File: config.mk
export PLATFORM = sky130hd
export DESIGN_NAME = phy_mgmt_ctrl
export DESIGN_NICKNAME = d
export VERILOG_FILES = /design/src/rtl/phy_mgmt_pkg.sv /design/src/rtl/mgmt_regs.sv /design/src/rtl/mdc_divider.sv /design/src/rtl/mdio_frame_seq.sv /design/src/rtl/phy_mgmt_ctrl.sv
export SDC_FILE = /design/constraint.sdc
export NUM_CORES = 1
export LEC_CHECK = 0
export ABC_AREA = 1
export BUFFER_PORTS_ARGS = -buffer_cell sky130_fd_sc_hd__buf_2
export CAP_MARGIN = 20
export CORE_UTILIZATION = 58
export DETAILED_ROUTE_END_ITERATION = 8
export GPL_ROUTABILITY_DRIVEN = 0
export HOLD_SLACK_MARGIN = 0.08
export PLACE_DENSITY_LB_ADDON = 0.08
export SETUP_SLACK_MARGIN = 0.2
export SYNTH_ARGS = -nofsm -noshare
export SYNTH_HDL_FRONTEND = slang
export SYNTH_HIERARCHICAL = 1
export SYNTH_SLANG_ARGS = --single-unit
export TNS_END_PERCENT = 30
File: constraint.sdc
create_clock -name clk -period 3.3 [get_ports clk]
set_input_delay 0 -clock clk [delete_from_list [all_inputs] [get_ports clk]]
set_output_delay 0 -clock clk [all_outputs]
set_load 0.02 [all_outputs]
File: src/rtl/phy_mgmt_pkg.sv
`timescale 1ns/1ps
// Shared constants and types for the PHY management controller.
// Field positions are the ones the host software decodes; the frame
// codes are fixed by the clause 22 management frame.
package phy_mgmt_pkg;
    localparam int PHY_AW    = 5;   // PHY and register address width
    localparam int MII_DW    = 16;  // management data width
    localparam int PHY_LSB   = 16;  // command word: PHY address low bit
    localparam int REG_LSB   = 21;  // command word: register address low bit
    localparam int RD_BIT    = 26;  // command word: read request
    localparam int WR_BIT    = 27;  // command word: write request
    localparam int RDATA_LSB = 16;  // data word: read result low bit

    localparam logic [1:0] ST_CODE = 2'b01;
    localparam logic [1:0] OP_RD   = 2'b10;
    localparam logic [1:0] OP_WR   = 2'b01;
    localparam logic [1:0] TA_WR   = 2'b10;

    typedef enum logic {SEL_CTRL = 1'b0, SEL_DATA = 1'b1} reg_sel_e;

    typedef struct packed {
        logic              is_read;
        logic [PHY_AW-1:0] phy;
        logic [PHY_AW-1:0] regad;
        logic [MII_DW-1:0] wdata;
    } mgmt_cmd_t;
endpackage

File: src/rtl/mgmt_regs.sv
`timescale 1ns/1ps
// Host-visible command and data words.
// Accepts a command write only while idle, issues a one-cycle start
// with the command captured (write data taken from the data word at
// that edge), clears the request bit on frame completion and stores
// the read result. Assumes THR_W <= 16 so the divider field fits below
// the PHY address field.
module mgmt_regs
    import phy_mgmt_pkg::*;
#(
    parameter int THR_W = 6
) (
    input  logic              clk,
    input  logic              rst_n,
    input  logic              reg_wr,
    input  logic              reg_sel,
    input  logic [31:0]       reg_wdata,
    input  logic              reg_rsel,
    output logic [31:0]       reg_rdata,
    input  logic              done,
    input  logic [MII_DW-1:0] rd_capture,
    output logic              start,
    output mgmt_cmd_t         cmd,
    output logic [THR_W-1:0]  cfg_thr,
    output logic              rd_req,
    output logic              wr_req
);
    logic [THR_W-1:0]  thr_q;
    logic [PHY_AW-1:0] phy_q;
    logic [PHY_AW-1:0] reg_q;
    logic              rd_q;
    logic              wr_q;
    logic [MII_DW-1:0] wdata_q;
    logic [MII_DW-1:0] rdata_q;
    logic              busy;
    logic              accept;
    logic              data_wr;
    logic [31:0]       ctrl_word;
    logic [31:0]       data_word;
    logic              unused_hi;

    assign unused_hi = ^reg_wdata[31:28];

    // Decode the host strobe into command acceptance and start.
    always_comb begin
        busy    = rd_q | wr_q;
        accept  = reg_wr && (reg_sel == SEL_CTRL) && !busy;
        data_wr = reg_wr && (reg_sel == SEL_DATA);
        start   = accept && (reg_wdata[RD_BIT] || reg_wdata[WR_BIT]);
        cmd.is_read = reg_wdata[RD_BIT];
        cmd.phy     = reg_wdata[PHY_LSB +: PHY_AW];
        cmd.regad   = reg_wdata[REG_LSB +: PHY_AW];
        cmd.wdata   = wdata_q;
    end

    // Hold the command fields, request bits and data halves.
    always_ff @(posedge clk) begin
        if (!rst_n) begin
            thr_q   <= '0;
            phy_q   <= '0;
            reg_q   <= '0;
            rd_q    <= 1'b0;
            wr_q    <= 1'b0;
            wdata_q <= '0;
            rdata_q <= '0;
        end else begin
            if (accept) begin
                thr_q <= reg_wdata[THR_W-1:0];
                phy_q <= reg_wdata[PHY_LSB +: PHY_AW];
                reg_q <= reg_wdata[REG_LSB +: PHY_AW];
                rd_q  <= reg_wdata[RD_BIT];
                wr_q  <= reg_wdata[WR_BIT] && !reg_wdata[RD_BIT];
            end else if (done) begin
                rd_q <= 1'b0;
                wr_q <= 1'b0;
            end
            if (done && rd_q) begin
                rdata_q <= rd_capture;
            end
            if (data_wr) begin
                wdata_q <= reg_wdata[MII_DW-1:0];
            end
        end
    end

    // Assemble the two read-back words and select one.
    always_comb begin
        ctrl_word = '0;
        ctrl_word[THR_W-1:0]            = thr_q;
        ctrl_word[PHY_LSB +: PHY_AW]    = phy_q;
        ctrl_word[REG_LSB +: PHY_AW]    = reg_q;
        ctrl_word[RD_BIT]               = rd_q;
        ctrl_word[WR_BIT]               = wr_q;
        data_word = '0;
        data_word[MII_DW-1:0]           = wdata_q;
        data_word[RDATA_LSB +: MII_DW]  = rdata_q;
        reg_rdata = (reg_rsel == SEL_DATA) ? data_word : ctrl_word;
    end

    assign cfg_thr = thr_q;
    assign rd_req  = rd_q;
    assign wr_req  = wr_q;
endmodule

File: src/rtl/mdc_divider.sv
`timescale 1ns/1ps
// Management clock generator.
// While run is high a counter counts system cycles and inverts mdc each
// time it reaches the divider value (0 behaves as 1). rise and fall
// flag the cycle whose closing edge makes mdc go high or low. Idle
// state is mdc low with the counter cleared, so every frame starts in phase.
module mdc_divider #(
    parameter int THR_W = 6
) (
    input  logic             clk,
    input  logic             rst_n,
    input  logic             run,
    input  logic [THR_W-1:0] thr,
    output logic             mdc,
    output logic             rise,
    output logic             fall
);
    logic [THR_W-1:0] cnt_q;
    logic [THR_W-1:0] thr_eff;
    logic             mdc_q;
    logic             hit;

    // Clamp the divider value and find the toggle cycle.
    always_comb begin
        thr_eff = (thr == '0) ? THR_W'(1) : thr;
        hit     = run && (cnt_q == thr_eff - THR_W'(1));
        rise    = hit && !mdc_q;
        fall    = hit && mdc_q;
    end

    // Count cycles and toggle the clock output.
    always_ff @(posedge clk) begin
        if (!rst_n || !run) begin
            cnt_q <= '0;
            mdc_q <= 1'b0;
        end else if (hit) begin
            cnt_q <= '0;
            mdc_q <= ~mdc_q;
        end else begin
            cnt_q <= cnt_q + THR_W'(1);
        end
    end

    assign mdc = mdc_q;
endmodule

File: src/rtl/mdio_frame_seq.sv
`timescale 1ns/1ps
// Management frame sequencer.
// Loads the whole frame into a shift register on start, moves to the
// next bit on each mdc fall, and samples mdio_i on each mdc rise during
// the data field of a read. The data line is released from the
// turnaround onward on reads. Assumes start only arrives while idle.
module mdio_frame_seq
    import phy_mgmt_pkg::*;
#(
    parameter int PREAMBLE_LEN = 32
) (
    input  logic              clk,
    input  logic              rst_n,
    input  logic              start,
    input  mgmt_cmd_t         cmd,
    input  logic              rise,
    input  logic              fall,
    input  logic              mdio_i,
    output logic              run,
    output logic              done,
    output logic [$clog2(PREAMBLE_LEN+2*PHY_AW+MII_DW+6)-1:0] idx,
    output logic              mdio_o,
    output logic              mdio_oe,
    output logic [MII_DW-1:0] rd_capture
);
    localparam int FRAME_LEN = PREAMBLE_LEN + 2*PHY_AW + MII_DW + 6;
    localparam int IDX_W     = $clog2(FRAME_LEN);
    localparam int TA_IDX    = PREAMBLE_LEN + 4 + 2*PHY_AW;
    localparam int DATA_IDX  = TA_IDX + 2;
    localparam logic [IDX_W-1:0] LAST_IDX = IDX_W'(FRAME_LEN - 1);

    logic                 run_q;
    logic                 rd_q;
    logic [IDX_W-1:0]     idx_q;
    logic [FRAME_LEN-1:0] frame_q;
    logic [MII_DW-1:0]    cap_q;
    logic [FRAME_LEN-1:0] frame_init;

    // Build the frame image from the captured command.
    always_comb begin
        frame_init = {{PREAMBLE_LEN{1'b1}}, ST_CODE,
                      (cmd.is_read ? OP_RD : OP_WR),
                      cmd.phy, cmd.regad, TA_WR,
                      (cmd.is_read ? {MII_DW{1'b0}} : cmd.wdata)};
    end

    // Step through the frame and collect read data.
    always_ff @(posedge clk) begin
        if (!rst_n) begin
            run_q   <= 1'b0;
            rd_q    <= 1'b0;
            idx_q   <= '0;
            frame_q <= '0;
            cap_q   <= '0;
        end else if (start) begin
            run_q   <= 1'b1;
            rd_q    <= cmd.is_read;
            idx_q   <= '0;
            frame_q <= frame_init;
            cap_q   <= '0;
        end else if (run_q) begin
            if (rise && rd_q && (idx_q >= IDX_W'(DATA_IDX))) begin
                cap_q <= {cap_q[MII_DW-2:0], mdio_i};
            end
            if (fall) begin
                frame_q <= {frame_q[FRAME_LEN-2:0], 1'b0};
                idx_q   <= idx_q + IDX_W'(1);
                if (idx_q == LAST_IDX) begin
                    run_q <= 1'b0;
                end
            end
        end
    end

    // Drive the pins and flag the final bit.
    always_comb begin
        done    = run_q && fall && (idx_q == LAST_IDX);
        mdio_o  = run_q && frame_q[FRAME_LEN-1];
        mdio_oe = run_q && (!rd_q || (idx_q < IDX_W'(TA_IDX)));
    end

    assign run        = run_q;
    assign idx        = idx_q;
    assign rd_capture = cap_q;
endmodule

File: src/rtl/phy_mgmt_ctrl.sv
`timescale 1ns/1ps
// PHY management controller top.
// Connects the host register words, the management clock divider and
// the frame sequencer. One frame runs per accepted request; the host
// polls the request bit for completion. The data line is split into
// output, enable and input for an external tri-state pad.
module phy_mgmt_ctrl
    import phy_mgmt_pkg::*;
#(
    parameter int THR_W        = 6,
    parameter int PREAMBLE_LEN = 32
) (
    input  logic        clk,
    input  logic        rst_n,
    input  logic        reg_wr,
    input  logic        reg_sel,
    input  logic [31:0] reg_wdata,
    input  logic        reg_rsel,
    output logic [31:0] reg_rdata,
    output logic        mdc,
    output logic        mdio_o,
    output logic        mdio_oe,
    input  logic        mdio_i
);
    localparam int FRAME_LEN = PREAMBLE_LEN + 2*PHY_AW + MII_DW + 6;
    localparam int IDX_W     = $clog2(FRAME_LEN);
    localparam int TA_IDX    = PREAMBLE_LEN + 4 + 2*PHY_AW;

    logic              start;
    mgmt_cmd_t         cmd;
    logic [THR_W-1:0]  cfg_thr;
    logic              ctrl_rd_req;
    logic              ctrl_wr_req;
    logic              seq_run;
    logic              seq_done;
    logic [IDX_W-1:0]  seq_idx;
    logic [MII_DW-1:0] rd_capture;
    logic              mdc_rise;
    logic              mdc_fall;

    mgmt_regs #(.THR_W(THR_W)) u_regs (
        .clk(clk), .rst_n(rst_n),
        .reg_wr(reg_wr), .reg_sel(reg_sel), .reg_wdata(reg_wdata),
        .reg_rsel(reg_rsel), .reg_rdata(reg_rdata),
        .done(seq_done), .rd_capture(rd_capture),
        .start(start), .cmd(cmd), .cfg_thr(cfg_thr),
        .rd_req(ctrl_rd_req), .wr_req(ctrl_wr_req)
    );

    mdc_divider #(.THR_W(THR_W)) u_div (
        .clk(clk), .rst_n(rst_n), .run(seq_run), .thr(cfg_thr),
        .mdc(mdc), .rise(mdc_rise), .fall(mdc_fall)
    );

    mdio_frame_seq #(.PREAMBLE_LEN(PREAMBLE_LEN)) u_seq (
        .clk(clk), .rst_n(rst_n), .start(start), .cmd(cmd),
        .rise(mdc_rise), .fall(mdc_fall), .mdio_i(mdio_i),
        .run(seq_run), .done(seq_done), .idx(seq_idx),
        .mdio_o(mdio_o), .mdio_oe(mdio_oe), .rd_capture(rd_capture)
    );
endmodule

== Word-level counts from Yosys, hierarchy flattened ==
Index checks and enable logic that the tools add are counted.
Widths: inputs -> output; s select.

* Register bits: 145
* Latch bits: 0
* Bits in writable memories: 0
* ROM bits: 0
* Bits of input ports: 38
* Output and inout port bits: 35
* Logic and storage cells: 73
* Memories: 0

* Add/sub/neg operators: 3
* Multipliers: 0
* Div/mod/pow operators: 0
* $lt $le $gt $ge: 2
* Equal/unequal tests: 2
* Shifts and indexed selects: 0
* Mux-type cells: 14
* Bitwise operators: 4
* Reduce and logical (&&, ||, !) cells: 33

{| class="wikitable"
|+ Operator list
! kind !! count
|-
| $mux 64 || 3
|-
| $mux 32 || 1
|-
| $mux 16 || 1
|-
| $logic_and 1x1->1 || 15
|-
| $add 6x1->6 const B || 2
|-
| $mux 1 || 7
|-
| $eq 6x6->1 || 1
|-
| $eq 6x6->1 const B || 1
|-
| $ge 6x6->1 const B || 1
|-
| $logic_not 1->1 || 6
|-
| $logic_not 6->1 || 1
|-
| $lt 6x6->1 const B || 1
|-
| $mux 6 || 1
|-
| $reduce_and 2->1 || 3
|-
| $reduce_bool 2->1 || 3
|-
| $sub 6x1->6 const B || 1
|-
| $reduce_or 2->1 || 2
|-
| $logic_or 1x1->1 || 3
|-
| $not 1->1 || 3
|-
| $mux 2 || 1
|-
| $or 1x1->1 || 1
|}

== Depth between registers and ports, before layout ==
Gate-level depths: netlist of run 1.

* Word-level depth: 10
* Depth in mapped cells: 18
* Mapped depth without buffers: 15

== Modules after synthesis ==
Netlist of run 1, hierarchy kept.

{| class="wikitable"
|+ By module, submodules not included
! module !! times used !! cells each !! area an instance (µm²) !! sequential area each (µm²)
|-
| mdio_frame_seq || 1 || 491 || 3589.7 || 1761.7
|-
| mgmt_regs || 1 || 305 || 2362.3 || 1001.0
|-
| mdc_divider || 1 || 91 || 594.3 || 140.1
|}

== Worst setup path before layout of run 1 ==
No wires, ideal clock.

* Path type: reg-to-reg
* Start: reg u_regs.thr_q[1], in the netlist u_regs/cfg_thr[1]
* End: reg u_regs.rdata_q[5]
* Library setup time: 0.116 ns
* Data arrival time: 2.414 ns
* Data required time: 3.184 ns
* Slack: 0.770 ns
* Stages on the path, launching flop included: 16
* Path buffers: 3
* Clock period less this slack: 2.530 ns
* Path through: dfxtp_1 -> nor2_4 -> nand3_1 -> nand3_2 -> nand4_2 -> nor2_4 -> nand4_1 -> inv_1 -> nand2_1 -> buf_4 -> buf_6 -> nor4_1 -> nand2_4 -> buf_6 -> o21ai_0 -> nor2_1

* Word-level cells in the longest chain between the ends: 9

{| class="wikitable"
|+ Ends and longest elaborated chain
! element !! RTL line !! source
|-
| start: declaration || mgmt_regs.sv:28 || <nowiki>logic [THR_W-1:0] thr_q;</nowiki>
|-
| start signal: assignment || mgmt_regs.sv:68 || <nowiki>thr_q <= reg_wdata[THR_W-1:0];</nowiki>
|-
| $logic_not 6->1 || mdc_divider.sv:25 || <nowiki>thr_eff = (thr == '0) ? THR_W'(1) : thr;</nowiki>
|-
| $mux 6 * || mdc_divider.sv:25 ||
|-
| $sub 6x1->6 * || mdc_divider.sv:26 || <nowiki>hit = run && (cnt_q == thr_eff - THR_W'(1));</nowiki>
|-
| $eq 6x6->1 * || mdc_divider.sv:26 ||
|-
| $logic_and 1x1->1 * || mdc_divider.sv:26 ||
|-
| $logic_and 1x1->1 * || mdc_divider.sv:28 || <nowiki>fall = hit && mdc_q;</nowiki>
|-
| named net mdc_fall || phy_mgmt_ctrl.sv:39 || <nowiki>logic mdc_fall;</nowiki>
|-
| $logic_and 1x1->1 * (2 in series) || mdio_frame_seq.sv:77 || <nowiki>done = run_q && fall && (idx_q == LAST_IDX);</nowiki>
|-
| named net seq_done || phy_mgmt_ctrl.sv:35 || <nowiki>logic seq_done;</nowiki>
|-
| $logic_and 1x1->1 * || mgmt_regs.sv:77 || <nowiki>if (done && rd_q) begin</nowiki>
|-
| end signal: assignment || mgmt_regs.sv:78 || <nowiki>rdata_q <= rd_capture;</nowiki>
|-
| end: declaration || mgmt_regs.sv:34 || <nowiki>logic [MII_DW-1:0] rdata_q;</nowiki>
|}

The timed path passes the listed nets; every way through them passes the cells marked *.
A chain may end at the register's enable or synchronous reset.

== Worst setup path after layout of run 1 ==
* Start: reg u_regs.thr_q[1], in the netlist u_regs/cfg_thr[1]
* End: reg u_seq.frame_q[41]

* Word-level cells in the longest chain between the ends: 8

{| class="wikitable"
|+ Ends and longest elaborated chain
! element !! RTL line !! source
|-
| $logic_not 6->1 || mdc_divider.sv:25 ||
|-
| $mux 6 * || mdc_divider.sv:25 ||
|-
| $sub 6x1->6 * || mdc_divider.sv:26 ||
|-
| $eq 6x6->1 * || mdc_divider.sv:26 ||
|-
| $logic_and 1x1->1 * || mdc_divider.sv:26 ||
|-
| $logic_and 1x1->1 * || mdc_divider.sv:28 ||
|-
| named net mdc_fall || phy_mgmt_ctrl.sv:39 ||
|-
| $reduce_bool 2->1 (no source line) * || n/a ||
|-
| $reduce_and 2->1 (no source line) * || n/a ||
|-
| end signal: assignment || mdio_frame_seq.sv:59 || <nowiki>frame_q <= frame_init;</nowiki>
|-
| end signal: assignment || mdio_frame_seq.sv:66 || <nowiki>frame_q <= {frame_q[FRAME_LEN-2:0], 1'b0};</nowiki>
|-
| end: declaration || mdio_frame_seq.sv:35 || <nowiki>logic [FRAME_LEN-1:0] frame_q;</nowiki>
|}

Marked as above.

==> results of run 1 <==
cell type report:
cell class	instances	area, sq um	area share (%)
Tap cell	140	175	2.27
Sequential cell	145	2900	37.7
Multi-Input combinational cell	605	2970	38.6
Inverter	76	290	3.77
Timing Repair Buffer	112	756	9.81
Clock inverter	9	130	1.69
Clock buffer	23	478	6.20
sequential cells by signal (all words and copies together) (netlist names), 6 cells and up:
| signal | flops |
|---|---|
| u_seq/rd_capture | 16 |
| u_regs/rdata_q | 16 |
| u_seq/frame_q | 64 |
| u_div/cnt_q | 6 |
| u_seq/idx | 6 |
| u_regs/cfg_thr | 6 |
| u_regs/wdata_q | 16 |
cells by family after synthesis:
group           after synthesis  synth area share, %
simple gates                431                 29.8
buf+inv                     137                 10.2
flops                       145                 44.3
xor+xnor                      4                0.535
fa+ha+maj                     2                0.382
mux                          18                 3.10
compound gates              150                 11.6
power breakdown:
part | internal [mW] | leakage, nW | switching [mW]
Clock | 1.25 | 0.297 | 0.712
Combinational | 0.167 | 2.16 | 0.261
Sequential | 1.84 | 1.18 | 0.0602
Total | 3.25 | 3.64 | 1.03
synth_stat cells (all sizes together):
master / instances / share of area [%]
a21oi: 47 / 3.7
buf: 52 / 5.3
clkbuf: 9 / 0.52
clkinv: 2 / 0.15
dfxtp: 145 / 44
ha: 2 / 0.38
inv: 74 / 4.3
mux2: 18 / 3.1
nand2: 144 / 8.6
nand3: 49 / 4.2
nand3b: 26 / 3.0
nand4: 3 / 0.38
nor2: 203 / 13
nor3: 4 / 0.31
nor4: 1 / 0.096
o21ai: 102 / 7.8
o21bai: 1 / 0.11
or2: 1 / 0.096
xnor2: 1 / 0.13
xor2: 3 / 0.40
worst max-delay path, stage by stage, from the launching register on:
cell     delay [ns]
dfxtp_1        0.39
nor2_4         0.20
nand3_2        0.11
nand3_1        0.10
nand2_1        0.06
nand2_1        0.08
nand2_2        0.07
nand4_1        0.15
inv_1          0.10
nand2_1        0.09
buf_4          0.38
nor2_1         0.08
buf_4          0.19
inv_2          0.40
nor2_1         0.09
nor2_1         0.12
path summary, 6_finish.rpt:
kind                      from  slack, ns           endpoint  depth (start not counted)
max          u_regs/cfg_thr[1]       0.60  u_seq/frame_q[41]                         15
min                      rst_n       0.11  u_regs/cfg_thr[3]                          3
max reg2reg  u_regs/cfg_thr[1]       0.60  u_seq/frame_q[41]                         15
min reg2reg  u_seq/frame_q[60]       0.47  u_seq/frame_q[61]                          2
stage by stage:
step / power [mW] / area (sq um)
6_report: 4.29 / 7700
5_1_grt: 4.46 / 7700
4_1_cts: 4.31 / 7700
3_5_place_dp: 2.32 / 6760
3_3_place_gp: 2.31 / 6760
2_1_floorplan: 2.23 / 6550
layer usage:
metal / GRT usage (%) / vias to the layer above
li1: - / 2961
met1: 34.7 / 2722
met2: 45.7 / 165
met3: 7.53 / 44
met4: 13.6 / 0
met5: 0 / -
==> flow_summary.toml, run 1 <==
[worst_setup_path]
crit_required_ns = 3.66
worstSetupStartpointType = "flip-flop"
worstPathArrival_ns = 3.05
critPathMaxFanout = 38
crit_type = "reg -> reg"
crit_path_end_kind = "flip-flop"

[timing]
relSlewSlack_pct = 50.4
max_freq_ghz = 0.371
drv_slew = 0
finClkSkew_ns = 0.0104
hold_violations = 0
holdWs_ns = 0.106
worst_pin_slew_ns = 0.744
layout_setup_ws_ns = 0.604
setup_tns_ns = 0
period_share_pct = 81.7
rsz0062_at_grt = "false"
min_period_ns = 2.70
setup_viol_count_final = 0

[route]
wl_met1_microns = 6890
highest_layer = "met4"
route.detailed.drc = 0
wl_met2_microns = 7220
drtPass1Iterations = 5
drtIter0Drc = 532
vias = 5892
route.met3.wl_microns = 678
drt-total-wl_microns = 15300
via_per_inst = 5.31
ant_nets = 0
post_drt_wl_per_cell_microns = 13.7

[finish]
final_cells = 1110
diodes = 0
layout_common_cells = "nor2_1, dfxtp_1, nand2_1, o21ai_0, buf_2"
final_util_pct = 70.5
final_common_cell = "nor2_1"
n_fill_cell = 889
drive_above_1_share_pct = 16.9
nets = 997
synthToLayoutAreaGrowth_pct = 17.7

[grt]
antenna_found_initial = 0
grt_pass1_wl_microns = 25500
gr-total-overflow = 0
track_usage_pct = 28.2
grt_max_degree = 79
grt_pass1_vias = 5470

[clocking]
cts_max_path_buffers = 2
post_cts_buffers = 0
numCtsBuffers = 17
cts-root-buf = "clkbuf_16"
cts_hold_buffers = 34
clock-sinks = 145
cts_resized = 0
clk_pin_slew_worst_paths_ns = 0.06
tritoncts = "built"
clock_latency_ns = 0.43
htree_levels = 4

[synth]
ys_seq_area_share_pct = 44.3
synth_seq_cells = 145
syn_avg_cell_area_sq_um = 7.38
syn_area_sq_um = 6550
synth_cell_types = 35
syn-num-nets = 927
netlist_instances = 887
yosys_warnings = 6

[floorplan]
boundaryPins = 73
rows = 38
die_h_microns = 108
die-area_sq_um = 11700
die_w_microns = 108
start_util_pct = 59.9
core_sq_um = 10900

[run_status]
status = "finished clean"

[job]
max_cap_viol_count = 0

[placed_design]
dp_cells = 1044
pre_cts_slack_ns = 0.627
dp_hpwl_microns = 9500
port_buffers = 68

[power_and_ir_drop]
ir_drop_mv = 0.440
powerDensity_nw_per_um2 = 557
p_leak_nw = 3.64

[hold_path]
hold_class = "in -> reg"
Power figures use the tool's default switching activity.
==> inputs of run 2 (changes only) <==
- clock period: 3.3 -> 2.5 ns (I/O delays scaled with it)
==> flow_summary.toml, run 2 (synthesized netlist as in run 1, its figures left out) <==
[worst_setup_path]
crit_path_end_kind = "flip-flop"
timing.rr.start = "u_regs/cfg_thr[2]"
worstPathArrival_ns = 2.61
critPathMaxFanout = 18
rrSetupSlack_ns = 0.19
crit_type = "reg -> reg"
worstSetupStartpointType = "flip-flop"
crit_required_ns = 2.81
reg2regPathDepth = 14
reg2reg_to = "u_seq/frame_q[52]"
cp-startpoint = "u_regs/cfg_thr[2]"
crit_end = "u_seq/frame_q[52]"

[grt]
grt_max_degree = 80
met3_usage_pct = 6.33
antenna_found_initial = 0
grt_pass1_wl_microns = 25600
gr-total-overflow = 0
grt_pass1_vias = 5566
busiest_layer = "met2"
track_usage_pct = 28.4
grt_use_met1_pct = 32.7
met2_usage_pct = 48.7

[route]
drtIter0Drc = 591
vias = 6063
ant_nets = 0
via_per_inst = 5.42
route.detailed.drc = 0
drtPass1Iterations = 7
post_drt_wl_per_cell_microns = 14.9
drt-total-wl_microns = 16700

[finish]
largest_register_ffs = 64
nets = 1006
drive_above_1_share_pct = 20.6
n_fill_cell = 854
final_util_pct = 73.3
top_register = "u_seq/frame_q"
layout_common_cells = "nor2_1, dfxtp_1, nand2_1, buf_2, inv_1"
stdcell_area_sq_um = 8010
synthToLayoutAreaGrowth_pct = 22.4
final_cells = 1118
final_common_cell = "nor2_1"
diodes = 0

[clocking]
numCtsBuffers = 17
clock-sinks = 145
cts_max_path_buffers = 2
clk_pin_slew_worst_paths_ns = 0.06
htree_levels = 4
clock_latency_ns = 0.43
tritoncts = "built"
cts-root-buf = "clkbuf_16"

[timing]
layout_setup_ws_ns = 0.194
setup_viol_count_final = 0
drv_slew = 0
rsz0062_at_grt = "true"
worst_pin_slew_ns = 0.735
finClkSkew_ns = 0.00650
min_period_ns = 2.31
holdWs_ns = 0.116
period_share_pct = 92.3
hold_violations = 0
setup_tns_ns = 0
relSlewSlack_pct = 51.0
max_freq_ghz = 0.434

[power_and_ir_drop]
powerDensity_nw_per_um2 = 711
ir_drop_mv = 0.484
totalPowerFinal_mw = 5.69
p_leak_nw = 3.75

[placed_design]
place_area_sq_um = 6800
pre_cts_slack_ns = 0.103
port_buffers = 68
dp_cells = 1046
dp_hpwl_microns = 9900

[job]
max_cap_viol_count = 0

[floorplan]
core_sq_um = 10900
die-area_sq_um = 11700
die_w_microns = 108
start_util_pct = 59.9
die_h_microns = 108
rows = 38
boundaryPins = 73

[run_status]
status = "finished clean"

[hold_path]
hold_class = "in -> reg"
[run 2: cell types whose count changed in the layout (fill, tap and decap cells not counted), moves of 3 or more]
cell and change:
o21ai_2 +14, buf_12 +5, o21ai_0 -12, nand2_2 +4, buf_6 +4, dfxtp_2 +4
dlygate4sd3_1 -3, nand2_8 +3, dfxtp_1 -5, nand2_1 -4
[run 2: worst min-delay path by stage]
stage             startpoint                 to  depth (start not counted)
3_5_place_dp    reg_wdata[8]  u_regs/wdata_q[8]                          3
5_1_grt               reg_wr  u_regs/cfg_thr[2]                          5
2_1_floorplan  reg_wdata[26]      u_regs/rd_req                          2
4_1_cts               reg_wr  u_regs/cfg_thr[2]                          5
3_3_place_gp    reg_wdata[0]  u_regs/wdata_q[0]                          3
6_report              reg_wr  u_regs/cfg_thr[2]                          5
[run 2: layer usage]
layer	vias to the layer above	part of all wire, %
met5	-	0
met2	206	50
met4	0	2.5
met1	2836	42
met3	37	4.6
li1	2984	-
[run 2: timing repair]
item / CTS / global route
hold endpoints to repair: 62 / 0
buffers inserted: 0 / 6
pin swaps: 0 / 19
hold buffers: 31 / 0
resized for setup: 5 / 56
cloned: 0 / 4
setup endpoints to repair: 55 / 97
[run 2: critical path: stages, from the launching register on]
cell and delay [ns]:
dfxtp_4 0.36, nor2_4 0.18, nand3_2 0.12, nand3_1 0.13, nand2_1 0.06, nand2_1 0.09
nand2_2 0.08, nand4_1 0.14, inv_1 0.10, nand2_2 0.10, buf_6 0.19, nand2_2 0.13
clkbuf_16 0.21, o21ai_0 0.19, nor2_1 0.09
[run 2: final cells by class]
cell class / count / area, sq um / share of cell area (%)
timing repair inverter: 1 / 11.3 / 0.141
clock buffer: 26 / 499 / 6.23
timing repair buffer: 118 / 888 / 11.1
sequential: 145 / 2910 / 36.3
clock inverter: 5 / 100 / 1.25
tap: 140 / 175 / 2.19
multi-input combinational: 607 / 3120 / 38.9
inverter: 76 / 307 / 3.83
[run 2: power breakdown]
group          internal [mW]  leakage (nW)  switching (mW)
combinational          0.246          2.27           0.368
sequential              2.43          1.19          0.0816
clock                   1.67         0.294           0.901
total                   4.34          3.75            1.35
==> inputs of run 3 (changes only) <==
- CORE_ASPECT_RATIO: not set -> 1.4
- MAX_ROUTING_LAYER: not set -> met4
==> flow_summary.toml, run 3 (synthesized netlist as in run 1, its figures left out) <==
[power_and_ir_drop]
p_comb_share_pct = 10.8
p_seq_share_pct = 45.2
swShare_pct = 25.4
p_leak_nw = 3.73
powerDensity_nw_per_um2 = 700
p_sw_mw = 1.41
ir_drop_mv = 0.507
p_int_mw = 4.14
p_clk_share_pct = 44.0

[route]
via_per_inst = 5.26
drt-total-wl_microns = 15600
vias = 5885
ant_nets = 0
drtIter0Drc = 307
drtPass1Iterations = 5
route.detailed.drc = 0
post_drt_wl_per_cell_microns = 13.9

[finish]
layout_common_cells = "nor2_1, dfxtp_1, nand2_1, buf_2, o21ai_0"
final_common_cell = "nor2_1"
largest_register_ffs = 64
nets = 1004
final_cells = 1118
diodes = 0
top_register = "u_seq/frame_q"
drive_above_1_share_pct = 19.7
synthToLayoutAreaGrowth_pct = 21.1
n_fill_cell = 886

[job]
max_cap_viol_count = 0

[clocking]
clock_latency_ns = 0.41
clk_pin_slew_worst_paths_ns = 0.06
tritoncts = "built"
htree_levels = 4
numCtsBuffers = 17
cts_max_path_buffers = 2
cts-root-buf = "clkbuf_16"
clock-sinks = 145

[floorplan]
boundaryPins = 73
start_util_pct = 59.9
die-area_sq_um = 11700
core_sq_um = 10900
rows = 45
die_w_microns = 91.8
die_h_microns = 128

[timing]
max_freq_ghz = 0.461
hold_violations = 0
min_period_ns = 2.17
finClkSkew_ns = 0.00839
setup_viol_count_final = 0
worst_pin_slew_ns = 0.725
period_share_pct = 86.7
setup_tns_ns = 0
rsz0062_at_grt = "false"
relSlewSlack_pct = 51.6
layout_setup_ws_ns = 0.333
drv_slew = 0

[worst_setup_path]
worstPathArrival_ns = 2.48
worstSetupStartpointType = "flip-flop"
crit_path_end_kind = "flip-flop"
cp_slowest_stage_delay_ns = 0.35
critPathMaxFanout = 9
crit_required_ns = 2.81
crit_type = "reg -> reg"
path_cells = "nor2_4 > nand3_2 > nand3_1 > nand4_2 > nor2_4 > nand4_1 > inv_2 > nand2_4 > nor4_4 > buf_6 > nand2_4 > o21ai_1 > nor2_1"
critPathSlowestCell = "dfxtp_2"

[grt]
grt_max_degree = 63
grt_pass1_wl_microns = 25100
gr-total-overflow = 0
track_usage_pct = 27.4
grt_pass1_vias = 5542
antenna_found_initial = 0

[hold_path]
hold_class = "in -> reg"

[placed_design]
pre_cts_slack_ns = 0.110
port_buffers = 68
dp_cells = 1047
dp_hpwl_microns = 9770

[run_status]
status = "finished clean"
-- run 3: cell types whose count changed in the layout (fill, tap and decap cells not counted), sizes merged --
cell and delta:
clkbuf -5, clkinvlp +5, clkinv +4, buf -3, bufinv -1, nand2 -1
-- run 3: timing repair --
item / CTS / global route
setup buffers: 1 / 2
hold buffers: 31 / 0
endpoints found under the hold margin: 65 / 0
endpoints found under the setup margin: 50 / 94
gates cloned: 0 / 5
resized for setup: 7 / 32
pin swaps: 1 / 4
-- run 3: final timing paths --
kind                     start                  to  slack (ns)  cells after the start
max          u_regs/cfg_thr[2]  u_regs/rdata_q[10]        0.33                     13
min                    reg_sel       u_regs/wr_req        0.15                      5
max reg2reg  u_regs/cfg_thr[2]  u_regs/rdata_q[10]        0.33                     13
min reg2reg  u_seq/frame_q[31]   u_seq/frame_q[31]        0.46                      2
-- run 3: metrics by stage --
step | util, % | hold slack (ns) | total power [mW] | instance area (sq um)
final | 72.6 | 0.150 | 5.55 | 7930
after global routing | 72.6 | 0.163 | 5.76 | 7930
after CTS | 70.7 | 0.145 | 5.55 | 7730
after detailed placement | 62.4 | 0.264 | 3.08 | 6810
after global placement | 62.4 | 0.252 | 3.06 | 6810
after floorplan | - | 0.145 | 2.95 | 6560
-- run 3: critical path, delay by kind of cell, from the launching register on --
family / cells / cell delay, ns
simple gates: 10 / 1.23
compound gates: 1 / 0.20
flops: 1 / 0.35
buf+inv: 2 / 0.29
-- run 3: final cells by class --
type	instances	area, sq um	share of cell area [%]
repair buffers	117	883	11.1
flip-flops and latches	145	2910	36.7
clock inverters	13	139	1.75
repair inverters	1	16.3	0.205
well taps	141	176	2.23
clock buffers	19	433	5.46
multi-input cells	606	3060	38.6
inverters	76	307	3.87
-- run 3: layer usage --
| layer | routed length [microns] | GRT usage (%) | up-vias |
|---|---|---|---|
| met3 | 605 | 4.80 | 26 |
| met2 | 8400 | 48.3 | 149 |
| met5 | 0 | - | - |
| met4 | 381 | 11.9 | 0 |
| met1 | 6190 | 30.4 | 2737 |
| li1 | - | - | 2973 |
-- run 3: power by group through the flow --
stage / clock network (mW) / logic (mW) / registers (mW)
3_3_place_gp: 0 / 0.511 / 2.55
6_report: 2.44 / 0.601 / 2.51
2_1_floorplan: 0 / 0.413 / 2.53
4_1_cts: 2.48 / 0.567 / 2.50
3_5_place_dp: 0 / 0.526 / 2.55
5_1_grt: 2.57 / 0.673 / 2.52
